<file path="src/rtl/dfu_pkg.sv">
`timescale 1ns/1ps
package dfu_pkg;
  localparam int CFG_W   = 64;
  localparam int FIELD_W = 8;

  typedef enum logic [3:0] {
    OP_ADD  = 4'd0,
    OP_SUB  = 4'd1,
    OP_AND  = 4'd2,
    OP_OR   = 4'd3,
    OP_XOR  = 4'd4,
    OP_PASS = 4'd5
  } dfu_op_e;

  typedef struct packed {
    logic [1:0] sel_b;
    logic [1:0] sel_a;
    logic [3:0] op;
  } dfu_field_t;
endpackage

</file>
<file path="src/rtl/dfu_cfg_shift.sv">
`timescale 1ns/1ps
module dfu_cfg_shift #(
  parameter int W  = 64,
  parameter int FW = 8
) (
  input  logic          clk,
  input  logic          rst_n,
  input  logic          cfg_en,
  input  logic          cfg_bit,
  output logic [FW-1:0] field,
  output logic          configured_q,
  output logic          busy_q
);
  localparam int CW = $clog2(W);

  logic [W-1:0]  sh_q, sh_d;
  logic [CW-1:0] cnt_q, cnt_d;
  logic          conf_d, busy_d, last;

  assign last  = (cnt_q == CW'(W-1));
  assign field = sh_q[FW-1:0];

  always_comb begin
    sh_d   = sh_q;
    cnt_d  = cnt_q;
    conf_d = configured_q;
    busy_d = busy_q;
    if (cfg_en) begin
      sh_d   = {cfg_bit, sh_q[W-1:1]};
      cnt_d  = last ? '0 : cnt_q + 1'b1;
      conf_d = last;
      busy_d = !last;
    end
  end

  always_ff @(posedge clk or negedge rst_n) begin
    if (!rst_n) begin
      sh_q         <= '0;
      cnt_q        <= '0;
      configured_q <= 1'b0;
      busy_q       <= 1'b0;
    end else begin
      sh_q         <= sh_d;
      cnt_q        <= cnt_d;
      configured_q <= conf_d;
      busy_q       <= busy_d;
    end
  end


  conf_rise_chk: assert property (@(posedge clk) disable iff (!rst_n)
    $rose(configured_q) |-> $past(cfg_en));


  conf_low_in_load_chk: assert property (@(posedge clk) disable iff (!rst_n)
    busy_q |-> !configured_q);
endmodule

</file>
<file path="src/rtl/dfu_credit_ctr.sv">
`timescale 1ns/1ps
module dfu_credit_ctr #(
  parameter int DEPTH = 2,
  parameter int CNTW  = $clog2(DEPTH + 1)
) (
  input  logic            clk,
  input  logic            rst_n,
  input  logic            take,
  input  logic            give,
  output logic            avail,
  output logic [CNTW-1:0] count_q
);
  logic [CNTW-1:0] count_d;

  assign avail = (count_q != '0);

  always_comb begin
    count_d = count_q;
    case ({take, give})
      2'b10:   count_d = count_q - 1'b1;
      2'b01:   count_d = count_q + 1'b1;
      default: count_d = count_q;
    endcase
  end

  always_ff @(posedge clk or negedge rst_n) begin
    if (!rst_n) count_q <= CNTW'(DEPTH);
    else        count_q <= count_d;
  end


  cred_le_depth_chk: assert property (@(posedge clk) disable iff (!rst_n)
    count_q <= CNTW'(DEPTH));


  take_has_credit_chk: assert property (@(posedge clk) disable iff (!rst_n)
    take |-> count_q != '0);
endmodule

</file>
<file path="src/rtl/dfu_alu.sv">
`timescale 1ns/1ps
module dfu_alu
  import dfu_pkg::*;
#(
  parameter int DW = 16
) (
  input  dfu_op_e       op,
  input  logic [DW-1:0] a,
  input  logic [DW-1:0] b,
  output logic [DW-1:0] y,
  output logic          carry
);
  logic [DW:0] sum;

  assign sum   = {1'b0, a} + {1'b0, b};
  assign carry = sum[DW];

  always_comb begin
    case (op)
      OP_ADD:  y = sum[DW-1:0];
      OP_SUB:  y = a - b;
      OP_AND:  y = a & b;
      OP_OR:   y = a | b;
      OP_XOR:  y = a ^ b;
      OP_PASS: y = a;
      default: y = '0;
    endcase
  end
endmodule

</file>
<file path="src/rtl/dfu_tile.sv">
`timescale 1ns/1ps
module dfu_tile
  import dfu_pkg::*;
#(
  parameter int DW    = 16,
  parameter int NPORT = 4,
  parameter int DEPTH = 2
) (
  input  logic               clk,
  input  logic               rst_n,
  input  logic               cfg_en,
  input  logic               cfg_bit,
  input  logic [NPORT*DW-1:0] in_data,
  input  logic [NPORT-1:0]   in_valid,
  output logic [NPORT-1:0]   in_credit,
  output logic [DW-1:0]      out_data,
  output logic               out_valid,
  input  logic               out_credit_ret,
  output logic [2:0]         status
);
  localparam int CNTW = $clog2(DEPTH + 1);

  logic [DW-1:0]    port_d [NPORT];
  dfu_field_t       fld;
  logic             configured, busy, avail, fire, ready, carry;
  logic [NPORT-1:0] need;
  logic [CNTW-1:0]  cred_cnt;
  logic [DW-1:0]    op_a, op_b, res;
  logic [DW-1:0]    out_data_q, out_data_d;
  logic             out_valid_q, out_valid_d, ovf_q, ovf_d;

  for (genvar g = 0; g < NPORT; g++) begin : g_split
    assign port_d[g] = in_data[g*DW +: DW];
  end

  dfu_cfg_shift #(.W(CFG_W), .FW(FIELD_W)) u_cfg (
    .clk(clk), .rst_n(rst_n), .cfg_en(cfg_en), .cfg_bit(cfg_bit),
    .field(fld), .configured_q(configured), .busy_q(busy)
  );

  dfu_credit_ctr #(.DEPTH(DEPTH), .CNTW(CNTW)) u_cred (
    .clk(clk), .rst_n(rst_n), .take(fire), .give(out_credit_ret),
    .avail(avail), .count_q(cred_cnt)
  );

  assign op_a  = port_d[fld.sel_a];
  assign op_b  = port_d[fld.sel_b];
  assign need  = (NPORT'(1) << fld.sel_a) | (NPORT'(1) << fld.sel_b);
  assign ready = &(~need | in_valid);
  assign fire  = configured && !cfg_en && ready && avail;

  dfu_alu #(.DW(DW)) u_alu (
    .op(dfu_op_e'(fld.op)), .a(op_a), .b(op_b), .y(res), .carry(carry)
  );

  always_comb begin
    out_valid_d = fire;
    out_data_d  = fire ? res : out_data_q;
    ovf_d       = (fire && fld.op == OP_ADD) ? carry : ovf_q;
  end

  always_ff @(posedge clk or negedge rst_n) begin
    if (!rst_n) begin
      out_data_q  <= '0;
      out_valid_q <= 1'b0;
      ovf_q       <= 1'b0;
    end else begin
      out_data_q  <= out_data_d;
      out_valid_q <= out_valid_d;
      ovf_q       <= ovf_d;
    end
  end

  assign in_credit = fire ? need : '0;
  assign out_data  = out_data_q;
  assign out_valid = out_valid_q;
  assign status    = {ovf_q, busy, configured};


  no_fire_loading_chk: assert property (@(posedge clk) disable iff (!rst_n)
    cfg_en |-> in_credit == '0);


  credit_subset_chk: assert property (@(posedge clk) disable iff (!rst_n)
    ((in_credit & ~in_valid) == '0) && ($countones(in_credit) <= 2));


  out_after_fire_chk: assert property (@(posedge clk) disable iff (!rst_n)
    (in_credit != '0) |=> out_valid);


  no_out_unconfigured_chk: assert property (@(posedge clk) disable iff (!rst_n)
    !status[0] |=> !out_valid);


  ovf_hold_chk: assert property (@(posedge clk) disable iff (!rst_n)
    (in_credit == '0) |=> $stable(status[2]));
endmodule

</file>
<file path="config.mk">
export PLATFORM = sky130hd
export DESIGN_NAME = dfu_tile
export DESIGN_NICKNAME = d
export VERILOG_FILES = /design/src/rtl/dfu_pkg.sv /design/src/rtl/dfu_cfg_shift.sv /design/src/rtl/dfu_credit_ctr.sv /design/src/rtl/dfu_alu.sv /design/src/rtl/dfu_tile.sv
export SDC_FILE = /design/constraint.sdc
export NUM_CORES = 1
export LEC_CHECK = 0
export ABC_CLOCK_PERIOD_IN_PS = 7150
export BUFFER_PORTS_ARGS = -buffer_cell sky130_fd_sc_hd__buf_2
export CORE_MARGIN = 2
export CORE_UTILIZATION = 41
export CTS_CLUSTER_DIAMETER = 100
export DETAILED_ROUTE_END_ITERATION = 7
export PLACE_DENSITY = 0.65
export SLEW_MARGIN = 40
export SYNTH_ARGS = -nofsm -noshare
export SYNTH_HDL_FRONTEND = slang
export SYNTH_SLANG_ARGS = --single-unit
export TNS_END_PERCENT = 1
</file>
<file path="constraint.sdc">
create_clock -name clk -period 7.15 [get_ports clk]
set_clock_uncertainty 0.05 [all_clocks]
set_input_delay 0.715 -clock clk [delete_from_list [all_inputs] [get_ports clk]]
set_output_delay 0.715 -clock clk [all_outputs]
set_load 0.01 [all_outputs]
</file>
==> run summary <==
Avg Synthesized Cell Area -> 10.12 um2
Most frequent cells in the layout -> buf_2, dfrtp_1, mux2_2
RSZ-0062 raised after global routing -> false
Yosys reg bits -> 92
Die ar. -> 0.01766 mm2
Startpoint Class -> flop
Ys Warns -> 0
CTS resizes -> 0
CORE AREA -> 0.01641 mm2
Most common cell after layout, fill and taps aside -> buf_2
FILL cells -> 1,553
Initial Util -> 41.52%
CTS tree -> done
Leakage -> 3.690 nW
Largest net degree at the start of global routing -> 76
Final Power -> 1.535 mW
Number of synthesized flops with an enable pin -> 0
CTS buffer count -> 9
Post-DP HPWL -> 12.69 mm
Final setup fails -> 0
IO buf count -> 96
Vias -> 5,571
Global-route wire length before repair -> 27.90 mm
Multi-input combinational cell area -> 0.004125 mm2
# clock sinks -> 92
Register Area -> 0.002306 mm2
Clock buffer depth -> 2
Tightest Pin Transition -> 0.7216 ns
1st-iter DRT viols -> 503
Worst EP arrival -> 4.42 ns
Mapped Area -> 0.006813 mm2
CTS H-tree lvls -> 3
CTS root buffer -> clkbuf_16
GPL Wtd Cong -> 0.9792
Antenna-violating nets left -> 0
Final wirelength -> 17.34 mm
GR Util All Layers -> 20.00%
Worst hold path class -> in2async
Die Span X -> 132.9 um
Seq/Total Area, Yosys -> 33.81%
Clk Latency, worst-skew pair -> 0.35 ns
# IOs -> 97
PwrDens -> 197.2 mW/mm2
Vias in the first global route -> 5,381
Layout cell share with drive strength beyond 1 -> 30.75%
Max-cap violations -> 0
# diodes -> 0
Max VDD drop -> 0.2246 mV
CP Buf/Inv Count -> 2
Final hold slack -> 0.3066 ns
Setup Buffers After CTS -> 0
CTS Hold Bufs -> 0
Worst setup EP type -> flop
CTS clk-pin slew, worst paths -> 0.07 ns
Mapped Nets -> 798
Tcrit/Tclk final -> 59.38%
Max Freq -> 235.5 MHz
Die Ht -> 132.9 um
Minimum clock period -> 4.246 ns
FF-to-FF setup slack -> 2.90 ns
Slew Limit Fails -> 0
Row cnt -> 47
CP top delay family -> compound AO/OA/AOI/OAI gates
Distinct cells, synth -> 65
Reg-to-Reg Start -> u_cfg.sh_q[4]
WS Path Type -> reg2reg
Area grow syn2layout -> 14.27%
Status -> completed
DR DRC count -> 0
FFs w/ async S/R, synth -> 100.0%
Drt pass-1 iters -> 6
CP cell instances -> buf_4 -> mux4_2 -> inv_1 -> ha_1 -> nand2b_1 -> a221oi_1 -> or2_2 -> o41ai_1 -> or2_1 -> mux2_4 -> o31a_1
Cells after Synth -> 673
Largest stage delay, worst path -> 0.77 ns
Slew headroom -> 51.72%
GRT overflow -> 0
Setup TNS -> 0 ns
Critical path origin -> u_cfg.sh_q[4]
Initial antenna violation count -> 0
Synth Flop Type -> dfrtp_1
Routed WL per cell -> 17.91 um
Fin. Hold Viols -> 0
Final nets -> 868
Crit path required time -> 7.33 ns
CP Max Fanout -> 15
Via/cell ratio -> 5.755
Slowest CP cell -> dfrtp_1
-- final timing paths --
path                                        to  cells past startpoint
max in group asynchronous       u_cfg.sh_q[38]                      2
worst min register to register  u_cfg.cnt_q[5]                      1
worst max-delay path              out_data[15]                     11
worst min-delay path               out_data[4]                      1
worst max register to register    out_data[15]                     11
min in group clk                u_cfg.cnt_q[5]                      1
-- registers in the layout, indices dropped and copies added, names as in the netlist --
| register | cells |
|---|---|
| ovf_q | 1 |
| out_data | 16 |
| out_valid | 1 |
| u_cfg.cnt_q | 6 |
| u_cfg.configured_q | 1 |
| u_cfg.sh_q | 64 |
| u_cred.count_q | 2 |
| u_cfg.busy_q | 1 |
-- cell type report --
cell class	count	area share, %
Multi-Input combinational cell	482	52.99
Sequential cell	92	29.62
Timing Repair Buffer	105	7.120
Tap cell	220	3.536
Clock buffer	10	2.941
Inverter	53	2.555
Clock inverter	6	1.238
-- report_power, final --
part	internal, mW	total (mW)	switching (mW)
Sequential	0.616	0.670	0.0544
Combinational	0.172	0.342	0.170
Clock	0.311	0.523	0.212
Total	1.10	1.53	0.436
-- synth_stat cells (8+ instances only) --
| master | n | area share, % |
|---|---|---|
| a22oi_1 | 8 | 0.88 |
| o211ai_1 | 8 | 0.88 |
| nor3_1 | 12 | 0.88 |
| nand3_1 | 10 | 0.73 |
| xnor2_1 | 11 | 1.4 |
| nand2_1 | 37 | 2.0 |
| dfrtp_1 | 91 | 33 |
| ha_1 | 51 | 9.4 |
| nor2_1 | 55 | 3.0 |
| mux4_2 | 32 | 11 |
| o21ai_0 | 21 | 1.5 |
| a21oi_1 | 46 | 3.4 |
| mux2_2 | 62 | 10 |
| inv_1 | 51 | 2.8 |
| clkbuf_1 | 33 | 1.8 |
-- per-layer routing --
metal,vias to the layer above,track usage (%),routed length [um]
met2,163,33.30,8425
met1,2762,26.24,7622
li1,2611,-,-
met4,0,5.675,382
met5,-,0,0
met3,35,4.483,908
-- kinds of logic after synthesis --
logic type / after synthesis / share of synthesized area, %
xor gates and xnor gates: 15 / 1.928
buffers and inverters: 99 / 5.822
muxes: 103 / 22.24
adders and majority gates: 52 / 9.660
and+or+nand+nor: 156 / 10.73
AOI/OAI and AO/OA: 156 / 15.81
DFF: 92 / 33.81
-- through the flow --
stage	setup WS, ns	std cells	cell area [um2]	util, %
after detailed placement	2.958	952	7456	45.44
after global placement	3.045	952	7441	45.35
after CTS	2.937	968	7781	47.43
after global routing	2.656	968	7785	47.45
after floorplan	3.438	673	6813	-
final	2.904	968	7785	47.45
Power figures use the tool's default switching activity.
